## config.mk

```make
export PLATFORM = sky130hd
export DESIGN_NAME = frame_sequencer
export DESIGN_NICKNAME = d
export VERILOG_FILES = /design/src/rtl/frame_seq_pkg.sv /design/src/rtl/frame_fsm.sv /design/src/rtl/frame_addr_calc.sv /design/src/rtl/frame_sequencer.sv
export SDC_FILE = /design/constraint.sdc
export NUM_CORES = 1
export LEC_CHECK = 0
export BUFFER_PORTS_ARGS = -buffer_cell sky130_fd_sc_hd__buf_2
export CAP_MARGIN = 20
export CELL_PAD_IN_SITES_DETAIL_PLACEMENT = 0
export CELL_PAD_IN_SITES_GLOBAL_PLACEMENT = 2
export CORE_MARGIN = 8
export CORE_UTILIZATION = 34
export CTS_BUF_LIST = sky130_fd_sc_hd__clkbuf_8
export DETAILED_ROUTE_END_ITERATION = 16
export GPL_TIMING_DRIVEN = 0
export PLACE_DENSITY_LB_ADDON = 0.25
export SLEW_MARGIN = 10
export SYNTH_ARGS = -nofsm -noshare
export SYNTH_HDL_FRONTEND = slang
export SYNTH_SLANG_ARGS = --single-unit
```

## constraint.sdc

```tcl
create_clock -name clk -period 6.9 [get_ports clk]
set_clock_uncertainty 0.1 [all_clocks]
set_input_delay 1.38 -clock clk [delete_from_list [all_inputs] [get_ports clk]]
set_output_delay 1.38 -clock clk [all_outputs]
set_load 0.02 [all_outputs]
```

## src/rtl/frame_seq_pkg.sv

```systemverilog
// Shared types for the call/return frame sequencer.
// Assumes: one operation at a time; phases are visited in a fixed order.
package frame_seq_pkg;

    // Sequencer phase; each non-idle phase owns exactly one memory access.
    typedef enum logic [2:0] {
        PH_IDLE    = 3'd0,
        PH_CALL_RA = 3'd1,
        PH_CALL_FP = 3'd2,
        PH_RET_FP  = 3'd3,
        PH_RET_PC  = 3'd4
    } phase_t;

endpackage

```

## src/rtl/frame_fsm.sv

```systemverilog
// Phase controller for the frame sequencer.
// Accepts a command only in idle, advances one phase per completed
// memory access, and flags the access that finishes the operation.
// Assumes: mem_ready is only meaningful while a request is outstanding.
module frame_fsm
    import frame_seq_pkg::*;
(
    input  logic   clk,
    input  logic   rst_n,
    input  logic   cmd_valid,
    input  logic   cmd_is_call,
    input  logic   mem_ready,
    output phase_t phase,
    output logic   accept,
    output logic   fp_beat,
    output logic   final_beat
);

    phase_t phase_nx;

    // Command acceptance and beat qualifiers.
    always_comb begin
        accept     = (phase == PH_IDLE) && cmd_valid;
        fp_beat    = mem_ready && (phase == PH_RET_FP);
        final_beat = mem_ready && ((phase == PH_CALL_FP) || (phase == PH_RET_PC));
    end

    // Next-phase selection; waits in place until the access is ready.
    always_comb begin
        phase_nx = phase;
        unique case (phase)
            PH_IDLE:    if (cmd_valid) phase_nx = cmd_is_call ? PH_CALL_RA : PH_RET_FP;
            PH_CALL_RA: if (mem_ready) phase_nx = PH_CALL_FP;
            PH_CALL_FP: if (mem_ready) phase_nx = PH_IDLE;
            PH_RET_FP:  if (mem_ready) phase_nx = PH_RET_PC;
            PH_RET_PC:  if (mem_ready) phase_nx = PH_IDLE;
            default:    phase_nx = PH_IDLE;
        endcase
    end

    // Phase register.
    always_ff @(posedge clk) begin
        if (!rst_n) phase <= PH_IDLE;
        else        phase <= phase_nx;
    end

    AST_WAIT_READY: assert property (@(posedge clk) disable iff (!rst_n)
        (phase != PH_IDLE && !mem_ready) |=> $stable(phase));

endmodule

```

## src/rtl/frame_addr_calc.sv

```systemverilog
// Access generator for the frame sequencer.
// Maps the current phase and captured operands to one memory access,
// and computes the stack pointer that each kind of operation leaves.
// Assumes: operands are held stable for the whole operation.
module frame_addr_calc
    import frame_seq_pkg::*;
#(
    parameter int XLEN        = 32,
    parameter int WORD_BYTES  = 4,
    parameter int CHAIN_SLOTS = 1
) (
    input  phase_t            phase,
    input  logic [XLEN-1:0]   fp_q,
    input  logic [XLEN-1:0]   sp_q,
    input  logic [XLEN-1:0]   ret_q,
    output logic              mem_req,
    output logic              mem_we,
    output logic [XLEN-1:0]   mem_addr,
    output logic [XLEN-1:0]   mem_wdata,
    output logic [XLEN-1:0]   call_sp,
    output logic [XLEN-1:0]   ret_sp
);

    localparam int RA_DROP     = (CHAIN_SLOTS + 1) * WORD_BYTES;
    localparam int FRAME_BYTES = RA_DROP + WORD_BYTES;
    localparam logic [XLEN-1:0] RA_DROP_V = XLEN'(RA_DROP);
    localparam logic [XLEN-1:0] FRAME_V   = XLEN'(FRAME_BYTES);
    localparam logic [XLEN-1:0] WORD_V    = XLEN'(WORD_BYTES);

    // Stack pointer left behind by a call and by a return.
    always_comb begin
        call_sp = sp_q - FRAME_V;
        ret_sp  = fp_q + FRAME_V;
    end

    // One access per phase: two pushes for a call, two pops for a return.
    always_comb begin
        mem_req   = 1'b1;
        mem_we    = 1'b0;
        mem_addr  = '0;
        mem_wdata = '0;
        unique case (phase)
            PH_CALL_RA: begin mem_we = 1'b1; mem_addr = sp_q - RA_DROP_V; mem_wdata = ret_q; end
            PH_CALL_FP: begin mem_we = 1'b1; mem_addr = call_sp;          mem_wdata = fp_q;  end
            PH_RET_FP:  mem_addr = fp_q;
            PH_RET_PC:  mem_addr = fp_q + WORD_V;
            default:    mem_req = 1'b0;
        endcase
    end

endmodule

```

## src/rtl/frame_sequencer.sv

```systemverilog
// Call/return frame sequencer top.
// Captures a command in idle, runs two word accesses through frame_fsm and
// frame_addr_calc, and presents new FP, SP and PC with a one-cycle done.
// Assumes: the register file writes upd_* on done; fp_in/sp_in are
// current when cmd_valid is high.
module frame_sequencer
    import frame_seq_pkg::*;
#(
    parameter int XLEN        = 32,
    parameter int LEN_W       = 4,
    parameter int WORD_BYTES  = 4,
    parameter int CHAIN_SLOTS = 1
) (
    input  logic             clk,
    input  logic             rst_n,
    input  logic             cmd_valid,
    input  logic             cmd_is_call,
    input  logic [XLEN-1:0]  cmd_target,
    input  logic [XLEN-1:0]  cmd_pc,
    input  logic [LEN_W-1:0] cmd_len,
    input  logic [XLEN-1:0]  fp_in,
    input  logic [XLEN-1:0]  sp_in,
    output logic             busy,
    output logic             mem_req,
    output logic             mem_we,
    output logic [XLEN-1:0]  mem_addr,
    output logic [XLEN-1:0]  mem_wdata,
    input  logic [XLEN-1:0]  mem_rdata,
    input  logic             mem_ready,
    output logic             done,
    output logic [XLEN-1:0]  upd_fp,
    output logic [XLEN-1:0]  upd_sp,
    output logic [XLEN-1:0]  upd_pc
);

    localparam int FRAME_BYTES = (CHAIN_SLOTS + 2) * WORD_BYTES;

    phase_t          phase;
    logic            accept, fp_beat, final_beat;
    logic            call_q;
    logic [XLEN-1:0] fp_q, sp_q, ret_q, tgt_q, loaded_fp;
    logic [XLEN-1:0] call_sp, ret_sp;

    frame_fsm u_fsm (
        .clk        (clk),
        .rst_n      (rst_n),
        .cmd_valid  (cmd_valid),
        .cmd_is_call(cmd_is_call),
        .mem_ready  (mem_ready),
        .phase      (phase),
        .accept     (accept),
        .fp_beat    (fp_beat),
        .final_beat (final_beat)
    );

    frame_addr_calc #(
        .XLEN       (XLEN),
        .WORD_BYTES (WORD_BYTES),
        .CHAIN_SLOTS(CHAIN_SLOTS)
    ) u_addr (
        .phase    (phase),
        .fp_q     (fp_q),
        .sp_q     (sp_q),
        .ret_q    (ret_q),
        .mem_req  (mem_req),
        .mem_we   (mem_we),
        .mem_addr (mem_addr),
        .mem_wdata(mem_wdata),
        .call_sp  (call_sp),
        .ret_sp   (ret_sp)
    );

    // Busy whenever an access phase is active.
    always_comb busy = (phase != PH_IDLE);

    // Operand capture on acceptance; return address formed once here.
    always_ff @(posedge clk) begin
        if (!rst_n) begin
            call_q <= 1'b0;
            fp_q   <= '0;
            sp_q   <= '0;
            ret_q  <= '0;
            tgt_q  <= '0;
        end else if (accept) begin
            call_q <= cmd_is_call;
            fp_q   <= fp_in;
            sp_q   <= sp_in;
            ret_q  <= cmd_pc + {{(XLEN-LEN_W){1'b0}}, cmd_len};
            tgt_q  <= cmd_target;
        end
    end

    // Holds the frame pointer popped by the first return access.
    always_ff @(posedge clk) begin
        if (!rst_n)       loaded_fp <= '0;
        else if (fp_beat) loaded_fp <= mem_rdata;
    end

    // Result registers and the completion pulse.
    always_ff @(posedge clk) begin
        if (!rst_n) begin
            done   <= 1'b0;
            upd_fp <= '0;
            upd_sp <= '0;
            upd_pc <= '0;
        end else begin
            done <= final_beat;
            if (final_beat) begin
                upd_sp <= call_q ? call_sp : ret_sp;
                upd_fp <= call_q ? call_sp : loaded_fp;
                upd_pc <= call_q ? tgt_q   : mem_rdata;
            end
        end
    end

    AST_REQ_HOLD: assert property (@(posedge clk) disable iff (!rst_n)
        (mem_req && !mem_ready) |=> (mem_req && $stable(mem_addr) && $stable(mem_we) && $stable(mem_wdata)));

    AST_DONE_PULSE: assert property (@(posedge clk) disable iff (!rst_n)
        done |-> (!busy ##1 !done));

    AST_CALL_LINK: assert property (@(posedge clk) disable iff (!rst_n)
        (done && call_q) |-> (upd_fp == upd_sp));

    AST_RET_UNWIND: assert property (@(posedge clk) disable iff (!rst_n)
        (done && !call_q) |-> (upd_sp == fp_q + XLEN'(FRAME_BYTES)));

    AST_BUSY_IGNORE: assert property (@(posedge clk) disable iff (!rst_n)
        (busy && cmd_valid) |=> ($stable(tgt_q) && $stable(ret_q) && $stable(sp_q)));

    AST_WE_KIND: assert property (@(posedge clk) disable iff (!rst_n)
        mem_req |-> (mem_we == call_q));

endmodule

```

==> summary.txt <==
Outcome: finished clean
CTS tree: built
Min-delay worst type: flop to flop
R2R depth: 9
Syn_area_per_cell: 7.573 µm²
Setup Buffers After CTS: 0
Vias in the first global route: 15450
Worst Setup Start Kind: flop
Crit path arrival time: 4.27 ns
Largest net degree at the start of global routing: 14
Vias/cell: 5.631
Io pins: 333
Power per cell area: 249.5 mW/mm²
Hold path start: upd_fp[19]$_SDFFE_PN0P_
Clock latency on the worst-skew pair: 0.66 ns
Final setup fails: 0
Iter 0 DRT Violations: 1331
IO buf count: 331
Reg2Reg Setup Slack: 3.19 ns
Final nets: 2406
Count of cell types in the netlist: 67
Mapped Area: 0.01397 mm²
Worst Hold Endpoint: upd_fp[19]$_SDFFE_PN0P_
DRT Pass-1 Iters: 5
Worst slew margin: 23.93%
Setup_tns: 0 ns
Worst Setup Path Type: flop to output port
Crit path max-delay family: compound AO/OA/AOI/OAI gates
Peak Freq: 0.1739 GHz
First-pass GRT wire length: 101000 µm
CP max-delay cell: a211oi_1
Clk slew on worst S/H paths: 0.06 ns
Final period utilization: 83.32%
Clock power frac: 35.2%
Die area: 0.04784 mm²
Post-DP HPWL: 56050 µm
Initial antenna violation count: 4
H-Tree Depth: 2
Die span in y: 218.7 µm
Slew Limit Fails: 0
Cells resized by post-CTS repair: 0
Worst Setup End Kind: output port
Grt total ovfl: 0
Req. time, crit path: 5.42 ns
TritonCTS Sinks: 261
Comb pwr share: 26.0%
Total CTS buffers: 47
Maximum VDD drop: 0.0001299 V
Die width: 218.7 µm
# rows: 74
R2r startpoint: sp_q[4]$_SDFFE_PN0P_
Hold Violations, Final: 0
Core footprint: 0.04074 mm²
Mapped Cells: 1845
Hold Path Stages: 2
Synthesis-stage register bit count: 261
Number of buffers inserted by hold repair at cts: 0
GRT Total Usage: 28.14%
RSZ-0062 raised after global routing: no
Core Util, Final: 42.43%
R2r endpoint: upd_sp[19]$_SDFFE_PN0P_
Register area share after synthesis: 37.40%
Largest stage delay, worst path: 0.67 ns
Flop pwr share: 38.8%
LEAKAGE: 6.717 nW
Switching share of power: 35.99%
Power Internal: 2.760 mW
Psw: 1.552 mW
Vias: 15740
DR DRC count: 0
DR WL/cell: 25.21 µm
CTS Buffer Depth: 3
Number of synthesized flops with an enable pin: 0
Syn_nets: 2024
Worst slew pin tran: 1.132 ns
Synth warn: 0
GPL Wtd Cong: 0.9287
Ys async rst share: 0%
Antenna viol nets, final: 0
Critical path buffer and inverter count: 4
CP Max Fanout: 10
CP Depth: 10
Synth Flop Type: dfxtp_1
Area growth syn-to-layout: 23.70%
Period minus WS final: 5.749 ns
Max-cap violation count: 0
DRT Wirelength: 70470 µm
CTS root buf: clkbuf_8
Layout cell share with drive strength beyond 1: 19.24%
Initial Util: 34.30%
CP cell instances: clkbuf_1, inv_1, ha_1, a211oi_1, nand4_1, clkbuf_1, o311ai_0, o41a_1, nand4_1, buf_2
[flip-flops by register name, indices dropped and copies added, names as in the netlist, 3 cells and up]
register,cells
fp_q,32
upd_fp,32
upd_pc,32
ret_q,32
loaded_fp,32
u_fsm.phase,3
sp_q,32
upd_sp,32
tgt_q,32
[placed cells by master (no fill, tap or decap), drive strengths merged, types with 14 or more instances in the layout]
cell type	synthesis	routed
nor3	49	49
nand2	355	355
and3	14	14
or4	19	19
nor2	104	104
buf	21	354
nand3	39	39
xor2	14	14
xnor2	54	54
clkbuf	160	220
mux2i	39	39
a211oi	52	52
nand4	27	27
inv	22	40
a31oi	17	17
a21oi	212	212
a22o	34	34
o21ai	96	96
dfxtp	261	261
nor4	23	23
or3	22	22
[worst max-delay path by stage]
stage / slack (ns) / to / startpoint
floorplan: 2.90 / mem_addr[25] / sp_q[4]$_SDFFE_PN0P_
global placement: 1.87 / mem_addr[15] / sp_q[4]$_SDFFE_PN0P_
detailed placement: 1.89 / mem_addr[15] / sp_q[4]$_SDFFE_PN0P_
CTS: 1.17 / mem_addr[15] / sp_q[4]$_SDFFE_PN0P_
global route: 0.97 / mem_addr[25] / sp_q[4]$_SDFFE_PN0P_
finish: 1.15 / mem_addr[25] / sp_q[4]$_SDFFE_PN0P_
[synth_stat cells (11+ instances only)]
master / number / area (µm²)
nor2_1: 104 / 390.4
and3_1: 14 / 87.58
or3_1: 22 / 137.6
o31ai_1: 11 / 82.58
o211ai_1: 11 / 82.58
o21ai_0: 96 / 480.5
nand4_1: 27 / 168.9
or4_1: 16 / 120.1
nand3_1: 39 / 195.2
mux2i_1: 39 / 390.4
a21oi_1: 212 / 1061
nand2_1: 355 / 1333
xnor2_1: 54 / 473.0
inv_1: 22 / 82.58
xor2_1: 14 / 122.6
a211oi_1: 52 / 390.4
nor4_1: 21 / 131.4
a22o_1: 34 / 297.8
a31oi_1: 17 / 106.4
dfxtp_1: 261 / 5225
clkbuf_1: 160 / 600.6
nor3_1: 47 / 235.2
buf_1: 16 / 60.06
[stage by stage]
step	hold WS, ns	std cells	worst slack [ns]	power [mW]	area, µm²
floorplan	0.3311	1845	2.905	2.328	13970
global placement	0.3380	2708	1.866	2.801	16290
detailed placement	0.3379	2710	1.886	2.805	16310
CTS	0.3515	2793	1.171	4.325	17280
global route	0.3713	2794	0.9683	4.489	17280
finish	0.3473	2796	1.151	4.312	17280
[area by class of cell]
cell class | count | area [µm²]
fill | 4385 | 23460
timing repair buffer | 333 | 1669
tap | 532 | 665.6
inverter | 24 | 90.09
clock buffer | 60 | 825.8
clock inverter | 23 | 137.6
sequential | 261 | 5225
multi-input combinational | 1379 | 7953
buffer | 181 | 710.7
antenna | 3 | 7.507
[cells by family after synthesis]
logic type / synth area share, %
AO/OA/AOI/OAI: 24.98
XOR/XNOR: 4.263
adder cells (fa/ha/maj): 0.9492
buffers and inverters: 5.731
flip-flops: 37.40
multiplexers: 2.875
AND/OR/NAND/NOR: 23.80
[worst register-to-register path, cell delays in order, from the launching register on]
cell	delay [ns]
dfxtp_1	0.33
clkbuf_1	0.37
inv_1	0.13
ha_1	0.25
a211oi_1	0.67
nand4_1	0.49
clkbuf_1	0.36
nor3_1	0.44
o31ai_1	0.24
o21ai_0	0.22
[layer usage]
layer | track usage, % | vias up | routed length (µm)
li1 | - | 7410 | -
met2 | 45.07 | 629 | 32120
met3 | 8.364 | 115 | 6326
met1 | 35.70 | 7588 | 29720
met4 | 9.609 | 2 | 2297
met5 | 0 | - | 11
[power groups by stage]
| stage | sequential (mW) | combinational (mW) | clock, mW |
|---|---|---|---|
| after global routing | 1.68 | 1.20 | 1.61 |
| after detailed placement | 1.70 | 1.10 | 0 |
| final | 1.67 | 1.12 | 1.52 |
| after floorplan | 1.71 | 0.619 | 0 |
| after global placement | 1.70 | 1.10 | 0 |
| after CTS | 1.67 | 1.11 | 1.54 |
Note: power is estimated with default switching activity, not from simulation.
